**src/rtl/lnb_tone_pkg.sv**
```systemverilog
package lnb_tone_pkg;

  typedef enum logic [1:0] {
    SRC_OFF      = 2'b00,
    SRC_PIN_RAW  = 2'b01,
    SRC_INT_PIN  = 2'b10,
    SRC_INT_BIT  = 2'b11
  } tone_src_e;

  function automatic tone_src_e decode_src(input logic use_int, input logic gate_bit);
    return tone_src_e'({use_int, gate_bit});
  endfunction

endpackage

```
**src/rtl/lnb_tone_sync.sv**
```systemverilog
module lnb_tone_sync #(
  parameter int STAGES = 2
) (
  input  logic clk,
  input  logic rst,
  input  logic async_i,
  output logic sync_o
);

  logic [STAGES-1:0] chain_q;

  generate
    if (STAGES == 1) begin : g_single
      always_ff @(posedge clk) begin
        if (rst) chain_q <= '0;
        else     chain_q <= async_i;
      end
    end else begin : g_multi
      always_ff @(posedge clk) begin
        if (rst) chain_q <= '0;
        else     chain_q <= {chain_q[STAGES-2:0], async_i};
      end
    end
  endgenerate

  assign sync_o = chain_q[STAGES-1];

endmodule

```
**src/rtl/lnb_tone_divider.sv**
```systemverilog
module lnb_tone_divider #(
  parameter int SW_DIV   = 4,
  parameter int TONE_DIV = 16
) (
  input  logic clk,
  input  logic rst,
  output logic sw_tick_o,
  output logic wrap_o,
  output logic tone_hi_o
);

  localparam int PW = (SW_DIV > 1) ? $clog2(SW_DIV) : 1;
  localparam int TW = $clog2(TONE_DIV);
  localparam int HALF = TONE_DIV / 2;

  logic [PW-1:0] pre_q;
  logic          tick_q;
  logic [TW-1:0] phase_q;

  // Prescaler: one tick every SW_DIV clocks
  always_ff @(posedge clk) begin
    if (rst) begin
      pre_q  <= '0;
      tick_q <= 1'b0;
    end else begin
      tick_q <= (pre_q == PW'(SW_DIV - 1));
      if (pre_q == PW'(SW_DIV - 1)) pre_q <= '0;
      else                          pre_q <= pre_q + 1'b1;
    end
  end

  // Tone phase counter advanced by the switching tick
  always_ff @(posedge clk) begin
    if (rst) begin
      phase_q <= '0;
    end else if (tick_q) begin
      if (phase_q == TW'(TONE_DIV - 1)) phase_q <= '0;
      else                              phase_q <= phase_q + 1'b1;
    end
  end

  assign sw_tick_o = tick_q;
  assign wrap_o    = tick_q && (phase_q == TW'(TONE_DIV - 1));
  assign tone_hi_o = (phase_q < TW'(HALF));

  AST_TICK_SINGLE: assert property (@(posedge clk) disable iff (rst)
    sw_tick_o |=> !sw_tick_o) else $error("tick longer than one cycle");

  AST_PHASE_RANGE: assert property (@(posedge clk) disable iff (rst)
    phase_q <= TW'(TONE_DIV - 1)) else $error("phase out of range");

endmodule

```
**src/rtl/lnb_tone_select.sv**
```systemverilog
module lnb_tone_select
  import lnb_tone_pkg::*;
(
  input  logic clk,
  input  logic rst,
  input  logic use_int_i,
  input  logic gate_bit_i,
  input  logic pin_i,
  input  logic wrap_i,
  input  logic tone_hi_i,
  output logic active_o,
  output logic level_o
);

  tone_src_e src;
  logic      int_req;
  logic      int_en_q;
  logic      act_d, lvl_d;
  logic      active_q, level_q;

  assign src = decode_src(use_int_i, gate_bit_i);

  always_comb begin
    unique case (src)
      SRC_INT_BIT: int_req = 1'b1;
      SRC_INT_PIN: int_req = pin_i;
      default:     int_req = 1'b0;
    endcase
  end

  // Internal gate only moves at a period boundary
  always_ff @(posedge clk) begin
    if (rst)         int_en_q <= 1'b0;
    else if (wrap_i) int_en_q <= int_req;
  end

  always_comb begin
    unique case (src)
      SRC_INT_BIT, SRC_INT_PIN: begin
        act_d = int_en_q;
        lvl_d = int_en_q & tone_hi_i;
      end
      SRC_PIN_RAW: begin
        act_d = 1'b1;
        lvl_d = pin_i;
      end
      default: begin
        act_d = 1'b0;
        lvl_d = 1'b0;
      end
    endcase
  end

  always_ff @(posedge clk) begin
    if (rst) begin
      active_q <= 1'b0;
      level_q  <= 1'b0;
    end else begin
      active_q <= act_d;
      level_q  <= lvl_d;
    end
  end

  assign active_o = active_q;
  assign level_o  = level_q;

  AST_IDLE_MID: assert property (@(posedge clk) disable iff (rst)
    !active_o |-> !level_o) else $error("level set while idle");

  AST_GATE_BOUNDARY: assert property (@(posedge clk) disable iff (rst)
    !$stable(int_en_q) |-> $past(wrap_i)) else $error("gate moved mid-period");

  AST_EXT_OFF: assert property (@(posedge clk) disable iff (rst)
    (!use_int_i && !gate_bit_i) |=> !active_o) else $error("tone on while off");

  AST_RAW_FOLLOW: assert property (@(posedge clk) disable iff (rst)
    (!use_int_i && gate_bit_i) |=> (active_o && level_o == $past(pin_i))) else $error("pass-through mismatch");

endmodule

```
**src/rtl/lnb_tone_gen.sv**
```systemverilog
module lnb_tone_gen #(
  parameter int SW_DIV      = 4,
  parameter int TONE_DIV    = 16,
  parameter int SYNC_STAGES = 2
) (
  input  logic clk,
  input  logic rst,
  input  logic tone_internal_i,
  input  logic tone_gate_i,
  input  logic extm_i,
  output logic sw_tick_o,
  output logic tone_active_o,
  output logic tone_level_o
);

  logic pin_s;
  logic wrap;
  logic tone_hi;

  lnb_tone_sync #(.STAGES(SYNC_STAGES)) u_sync (
    .clk     (clk),
    .rst     (rst),
    .async_i (extm_i),
    .sync_o  (pin_s)
  );

  lnb_tone_divider #(.SW_DIV(SW_DIV), .TONE_DIV(TONE_DIV)) u_div (
    .clk       (clk),
    .rst       (rst),
    .sw_tick_o (sw_tick_o),
    .wrap_o    (wrap),
    .tone_hi_o (tone_hi)
  );

  lnb_tone_select u_sel (
    .clk        (clk),
    .rst        (rst),
    .use_int_i  (tone_internal_i),
    .gate_bit_i (tone_gate_i),
    .pin_i      (pin_s),
    .wrap_i     (wrap),
    .tone_hi_i  (tone_hi),
    .active_o   (tone_active_o),
    .level_o    (tone_level_o)
  );

  AST_IDLE_OUT: assert property (@(posedge clk) disable iff (rst)
    !tone_active_o |-> !tone_level_o) else $error("idle level not mid");

endmodule

```
**config.mk**
```make
export PLATFORM = sky130hd
export DESIGN_NAME = lnb_tone_gen
export DESIGN_NICKNAME = d
export VERILOG_FILES = /design/src/rtl/lnb_tone_pkg.sv /design/src/rtl/lnb_tone_sync.sv /design/src/rtl/lnb_tone_divider.sv /design/src/rtl/lnb_tone_select.sv /design/src/rtl/lnb_tone_gen.sv
export SDC_FILE = /design/constraint.sdc
export NUM_CORES = 1
export LEC_CHECK = 0
export BUFFER_PORTS_ARGS = -buffer_cell sky130_fd_sc_hd__buf_2
export CORE_AREA = 2 2 39 41
export DETAILED_ROUTE_END_ITERATION = 8
export DIE_AREA = 0 0 41 43
export PLACE_DENSITY = 0.53
export SYNTH_ARGS = -nofsm -noshare
export SYNTH_HDL_FRONTEND = slang
export SYNTH_SLANG_ARGS = --single-unit
export TNS_END_PERCENT = 30
```
**constraint.sdc**
```tcl
create_clock -name clk -period 1.2 [get_ports clk]
set_input_delay 0.06 -clock clk [delete_from_list [all_inputs] [get_ports clk]]
set_output_delay 0.06 -clock clk [all_outputs]
set_load 0.02 [all_outputs]
```
==> results of run 1 <==
==> synth_stat cells (2+ instances only) <==
cell type and number:
dfxtp_1 12, mux2i_1 4, nor2_1 4, nor2b_1 3, nor3_1 3, a21oi_1 2
ha_1 2, nand2_1 2
==> metal layers <==
metal | vias up | wire length, um
li1 | 165 | -
met1 | 134 | 284
met2 | 8 | 297
met3 | 0 | 40
met4 | 0 | 0
met5 | - | 0
==> kinds of logic (layout without fill, tap and decap cells) <==
kind of cell    Yosys count  count (layout)  synth area share
compound gates            4               4            0.0513
flops                    12              12             0.547
simple gates             16              16             0.197
fa+ha+maj                 2               2            0.0570
xor+xnor                  2               2            0.0399
buf+inv                   2              13            0.0171
mux                       4               4            0.0912
==> path summary, 6_finish.rpt <==
kind	from	endpoint	slack [ns]	cells after the start
setup / recovery	u_div.phase_q[0]$_SDFFE_PP0P_	u_sel.int_en_q$_SDFFE_PP0P_	0.08	4
hold / removal	extm_i	u_sync.chain_q[0]$_SDFF_PP0_	0.007	2
setup reg to reg	u_div.phase_q[0]$_SDFFE_PP0P_	u_sel.int_en_q$_SDFFE_PP0P_	0.08	4
hold reg to reg	u_sync.chain_q[0]$_SDFF_PP0_	u_sync.chain_q[1]$_SDFF_PP0_	0.43	1
==> cell type report <==
| class | count | share of cell area |
|---|---|---|
| Clock buffer | 3 | 0.0424 |
| Multi-Input combinational cell | 28 | 0.365 |
| Sequential cell | 12 | 0.454 |
| Timing Repair Buffer | 9 | 0.0941 |
| Inverter | 1 | 0.00706 |
| Tap cell | 16 | 0.0376 |
==> through the flow <==
step                      cell area [um^2]  hold slack, ns  total power [mW]  setup WS, ns
after detailed placement               505           0.275             0.485        0.0507
after CTS                              528       0.0000596             0.719        0.0339
after global placement                 505           0.274             0.485        0.0787
final                                  532         0.00705             0.703        0.0762
after floorplan                        439           0.132             0.464        0.0412
after global routing                   532          0.0251             0.750       0.00506
==> critical path, stage by stage (launching register included) <==
cell,delay (ns)
dfxtp_1,0.35
ha_2,0.19
and4_2,0.25
mux2i_1,0.18
nor2_1,0.05
==> registers in the layout, indices dropped and copies added, names as in the netlist <==
| register | flops |
|---|---|
| u_sync.chain_q | 2 |
| u_div.sw_tick_o | 1 |
| u_sel.level_o | 1 |
| u_sel.active_o | 1 |
| u_div.phase_q | 4 |
| u_div.pre_q | 2 |
| u_sel.int_en_q | 1 |
==> report_power, final <==
part	switching, mW	total, mW	internal [mW]	leakage (nW)
registers	0.00693	0.422	0.415	0.0985
clock network	0.112	0.228	0.116	0.0138
logic	0.0258	0.0532	0.0274	0.108
total	0.145	0.703	0.558	0.220
==> timing repair <==
| item | CTS | global route |
|---|---|---|
| endpoints found under the setup margin | 0 | 1 |
| buffers inserted | 0 | 0 |
| hold buffers | 0 | 0 |
| resized for setup | 0 | 2 |
==> impl_metrics.py, run 1 <==
metrics = {
    "clock_network": {
        "cts_tree": "built",
        "clk_pin_slew_ns": 0.07,
        "cts-root-buf": "clkbuf_4",
        "ctsLongestPathBuffers": 2,
        "cts_buffers": 3,
        "h-tree-depth": 1,
        "clock_latency_ns": 0.26,
        "clock_sinks": 12,
    },
    "route": {
        "initialDrtViolationCount": 2,
        "drt-total-wl_um": 622,
        "dr.pass1.iters": 2,
        "antenna_left": 0,
        "drcViolationCount": 0,
        "vias": 307,
        "viasPerCell": 4.45,
        "wl_per_cell_um": 9.01,
    },
    "grt": {
        "first_global_vias": 285,
        "met1_usage": 0.0948,
        "grt_util_met2": 0.138,
        "top_usage_layer": "met2",
        "grt_max_degree": 13,
        "grt_util_met3": 0.0785,
        "grt.total_usage": 0.0949,
        "overflow": 0,
        "antenna_found_initial": 0,
        "grt_pass1_wl_um": 1050,
    },
    "power_and_ir_drop": {
        "ir_worst_vdd_mv": 0.685,
        "power_density_nw_per_um2": 1320,
        "p_leak_nw": 0.220,
    },
    "final_layout": {
        "multiInputGateArea_um2": 194,
        "antenna_cells": 0,
        "drive_gt1_frac": 0.302,
        "fillers": 142,
        "final_common_cell": "dfxtp_1",
        "synthToLayoutAreaGrowth_pct": 21.1,
        "regArea_um2": 241,
        "fin_nets": 62,
        "layout_common_cells": "dfxtp_1 (11), buf_2 (7), nor2_1 (4), mux2i_1 (4)",
        "finalNonFillerCells": 69,
        "final_util": 0.384,
    },
    "floorplanning": {
        "core_area_um2": 1380,
        "start_util": 0.317,
        "die_area_um2": 1760,
        "die_x_um": 41,
        "rows": 14,
        "dieHeight_um": 43,
        "ioPinCount": 8,
    },
    "logic_synthesis": {
        "synthFlopType": "dfxtp_1",
        "yosysUniqueCellTypes": 18,
        "seq_area_frac_synth": 0.547,
        "synthesis.area_um2": 439,
        "async_reset_ff_frac": 0,
        "synth.area.top_cells": "dfxtp_1 (55%), mux2i_1 (9.1%), ha_1 (5.7%), nor2b_1 (4.3%), nor3_1 (3.4%)",
        "syn_avg_cell_area_um2": 10.5,
        "synth_edf_count": 0,
        "yosysWarningCount": 0,
        "syn-instance-count": 42,
        "synth_fp_nets": 49,
        "ys_ff_latch": 12,
        "yosys.area.top_type": "dfxtp_1",
        "synth.top_cell.area_share": 0.547,
    },
    "critical_path": {
        "arrival_ns": 1.27,
        "crit_required_ns": 1.35,
        "crit_type": "flip-flop to flip-flop",
        "cp_max_fo": 3,
        "end_kind": "flip-flop",
        "critPathLaunchType": "flip-flop",
    },
    "sta": {
        "skew_ns": 0.00294,
        "drv_slew": 0,
        "setup_tns_ns": 0,
        "finalSetupViolCount": 0,
        "rsz0062_at_grt": "false",
        "hold_viol_final": 0,
        "period_needed_ns": 1.12,
        "fmax_mhz": 890,
        "period_share": 0.937,
        "worst_slew_pin_slew_ns": 0.218,
        "slew_headroom": 0.855,
    },
    "job": {
        "cap_violations": 0,
    },
    "placed_design": {
        "dp.cells": 66,
        "routabilityCongestion": 0.643,
        "dp_hpwl_um": 467,
        "port_buffers": 7,
    },
    "outcome": {
        "status": "complete, no violations",
    },
    "worst_hold_path": {
        "hp-class": "input port to flip-flop",
    },
}
Note: power is estimated with default switching activity, not from simulation.
==> run 2, diff against run 1 <==
==> constraint.sdc (replaced) <==
create_clock -name clk -period 1.2 [get_ports clk]
set_input_delay 0.36 -clock clk [delete_from_list [all_inputs] [get_ports clk]]
set_output_delay 0.36 -clock clk [all_outputs]
set_load 0.02 [all_outputs]
==> run 2 against run 1 <==
Effect of this change:
- worst setup slack got worse by 0.018 ns
- power rose by 0.49%
- sequential cell count did not move
- fmax fell by 1.6%
- utilization rose by 0.27 points
- largest power group unchanged
==> impl_metrics.py, run 2 (synthesis results as in run 1) <==
metrics = {
    "outcome": {
        "status": "complete, no violations",
    },
    "placed_design": {
        "place_area_um2": 505,
        "port_buffers": 7,
        "dp_hpwl_um": 497,
        "routabilityCongestion": 0.641,
    },
    "grt": {
        "first_global_vias": 297,
        "grt_max_degree": 13,
        "antenna_found_initial": 0,
        "overflow": 0,
        "grt_pass1_wl_um": 1120,
        "grt.total_usage": 0.0977,
    },
    "final_layout": {
        "reg_top3": "u_div.phase_q: 4 flops, u_div.pre_q: 2 flops, u_sync.chain_q: 2 flops",
        "fillers": 156,
        "antenna_cells": 0,
        "fin_area_um2": 536,
        "final_common_cell": "dfxtp_1",
        "largest_register": "u_div.phase_q",
        "fin_nets": 62,
        "largest_reg_flops": 4,
        "synthToLayoutAreaGrowth_pct": 21.9,
        "drive_gt1_frac": 0.321,
        "layout_common_cells": "dfxtp_1 (10), buf_2 (6), nor2_1 (4), mux2i_1 (4)",
    },
    "power_and_ir_drop": {
        "power_density_nw_per_um2": 1320,
        "ir_worst_vdd_mv": 0.544,
        "seqPwrFrac": 0.598,
        "combPwrFrac": 0.076,
        "switching_power_uw": 147,
        "clock_power_share": 0.326,
        "finalPower_uw": 707,
        "p_sw_frac": 0.209,
        "p_leak_nw": 0.221,
        "p_int_uw": 559,
    },
    "route": {
        "dr.pass1.iters": 2,
        "initialDrtViolationCount": 4,
        "viasPerCell": 4.52,
        "vias": 312,
        "drcViolationCount": 0,
        "wl_per_cell_um": 9.25,
        "drt-total-wl_um": 638,
        "antenna_left": 0,
    },
    "critical_path": {
        "critPathLaunchType": "flip-flop",
        "arrival_ns": 1.29,
        "critPathLaunch": "u_div.phase_q[0]$_SDFFE_PP0P_",
        "crit_type": "flip-flop to flip-flop",
        "end_kind": "flip-flop",
        "crit_required_ns": 1.35,
        "r2r_start": "u_div.phase_q[0]$_SDFFE_PP0P_",
        "cp_max_fo": 3,
    },
    "clock_network": {
        "h-tree-depth": 1,
        "ctsLongestPathBuffers": 2,
        "hold_buffers": 0,
        "cts_buffers": 3,
        "clock_latency_ns": 0.26,
        "cts-root-buf": "clkbuf_4",
        "clock_sinks": 12,
        "clk_pin_slew_ns": 0.07,
        "cts_tree": "built",
    },
    "floorplanning": {
        "die_x_um": 41,
        "start_util": 0.317,
        "rows": 14,
        "ioPinCount": 8,
        "die_area_um2": 1760,
        "dieHeight_um": 43,
        "core_area_um2": 1380,
    },
    "sta": {
        "period_share": 0.952,
        "setup_tns_ns": 0,
        "rsz0062_at_grt": "false",
        "worst_slew_pin_slew_ns": 0.178,
        "skew_ns": 0.00191,
        "hold_viol_final": 0,
        "finalSetupViolCount": 0,
        "slew_headroom": 0.878,
        "drv_slew": 0,
        "period_needed_ns": 1.14,
        "fmax_mhz": 876,
    },
    "worst_hold_path": {
        "hp-class": "input port to flip-flop",
        "worstHoldStart": "extm_i",
    },
    "job": {
        "cap_violations": 0,
    },
}
[run 2: per-layer routing]
layer	global-route usage	vias to the layer above	wire, um
met5	0	-	0
met4	0.0400	0	0
met3	0.0628	0	28
met2	0.134	5	291
met1	0.117	140	318
li1	-	167	-
[run 2: power groups by stage]
stage	clock [mW]	combinational, mW	sequential (mW)
4_1_cts	0.245	0.0545	0.423
2_1_floorplan	0	0.0276	0.436
6_report	0.230	0.0534	0.423
3_3_place_gp	0	0.0532	0.432
3_5_place_dp	0	0.0538	0.432
5_1_grt	0.262	0.0609	0.424
[run 2: layout make-up]
class	count	area, um^2	share of cell area
Tap cell	16	20.0	0.0374
Multi-Input combinational cell	28	194	0.362
Sequential cell	12	243	0.453
Timing Repair Buffer	9	52.6	0.0981
Clock buffer	3	22.5	0.0421
Inverter	1	3.75	0.00701
[run 2: path summary, 6_finish.rpt]
| check | endpoint | slack, ns | cells past startpoint |
|---|---|---|---|
| worst max register to register | u_sel.int_en_q$_SDFFE_PP0P_ | 0.06 | 4 |
| worst min register to register | u_div.pre_q[0]$_SDFF_PP0_ | 0.43 | 1 |
| worst max-delay path | u_sel.int_en_q$_SDFFE_PP0P_ | 0.06 | 4 |
| worst min-delay path | u_sync.chain_q[0]$_SDFF_PP0_ | 0.31 | 2 |
[run 2: per-stage QoR]
step | util | hold slack [ns] | worst slack [ns] | std cells
floorplan | - | 0.408 | 0.0412 | 42
global placement | 0.365 | 0.424 | 0.0793 | 66
detailed placement | 0.365 | 0.422 | 0.0404 | 66
CTS | 0.383 | 0.303 | 0.00708 | 69
global route | 0.387 | 0.313 | 0.0167 | 69
finish | 0.387 | 0.309 | 0.0580 | 69
[run 2: what timing repair did]
action,in CTS,in global routing
hold endpoints to repair,0,0
setup endpoints to repair,1,2
buffers inserted,0,0
cloned,0,0
pin swaps,0,0
gates resized for setup,1,3
[run 2: worst max-delay path, stage by stage (launching register included)]
cell and delay [ns]:
dfxtp_1 0.36, ha_2 0.20, and4_2 0.24, mux2i_1 0.19, nor2_1 0.05
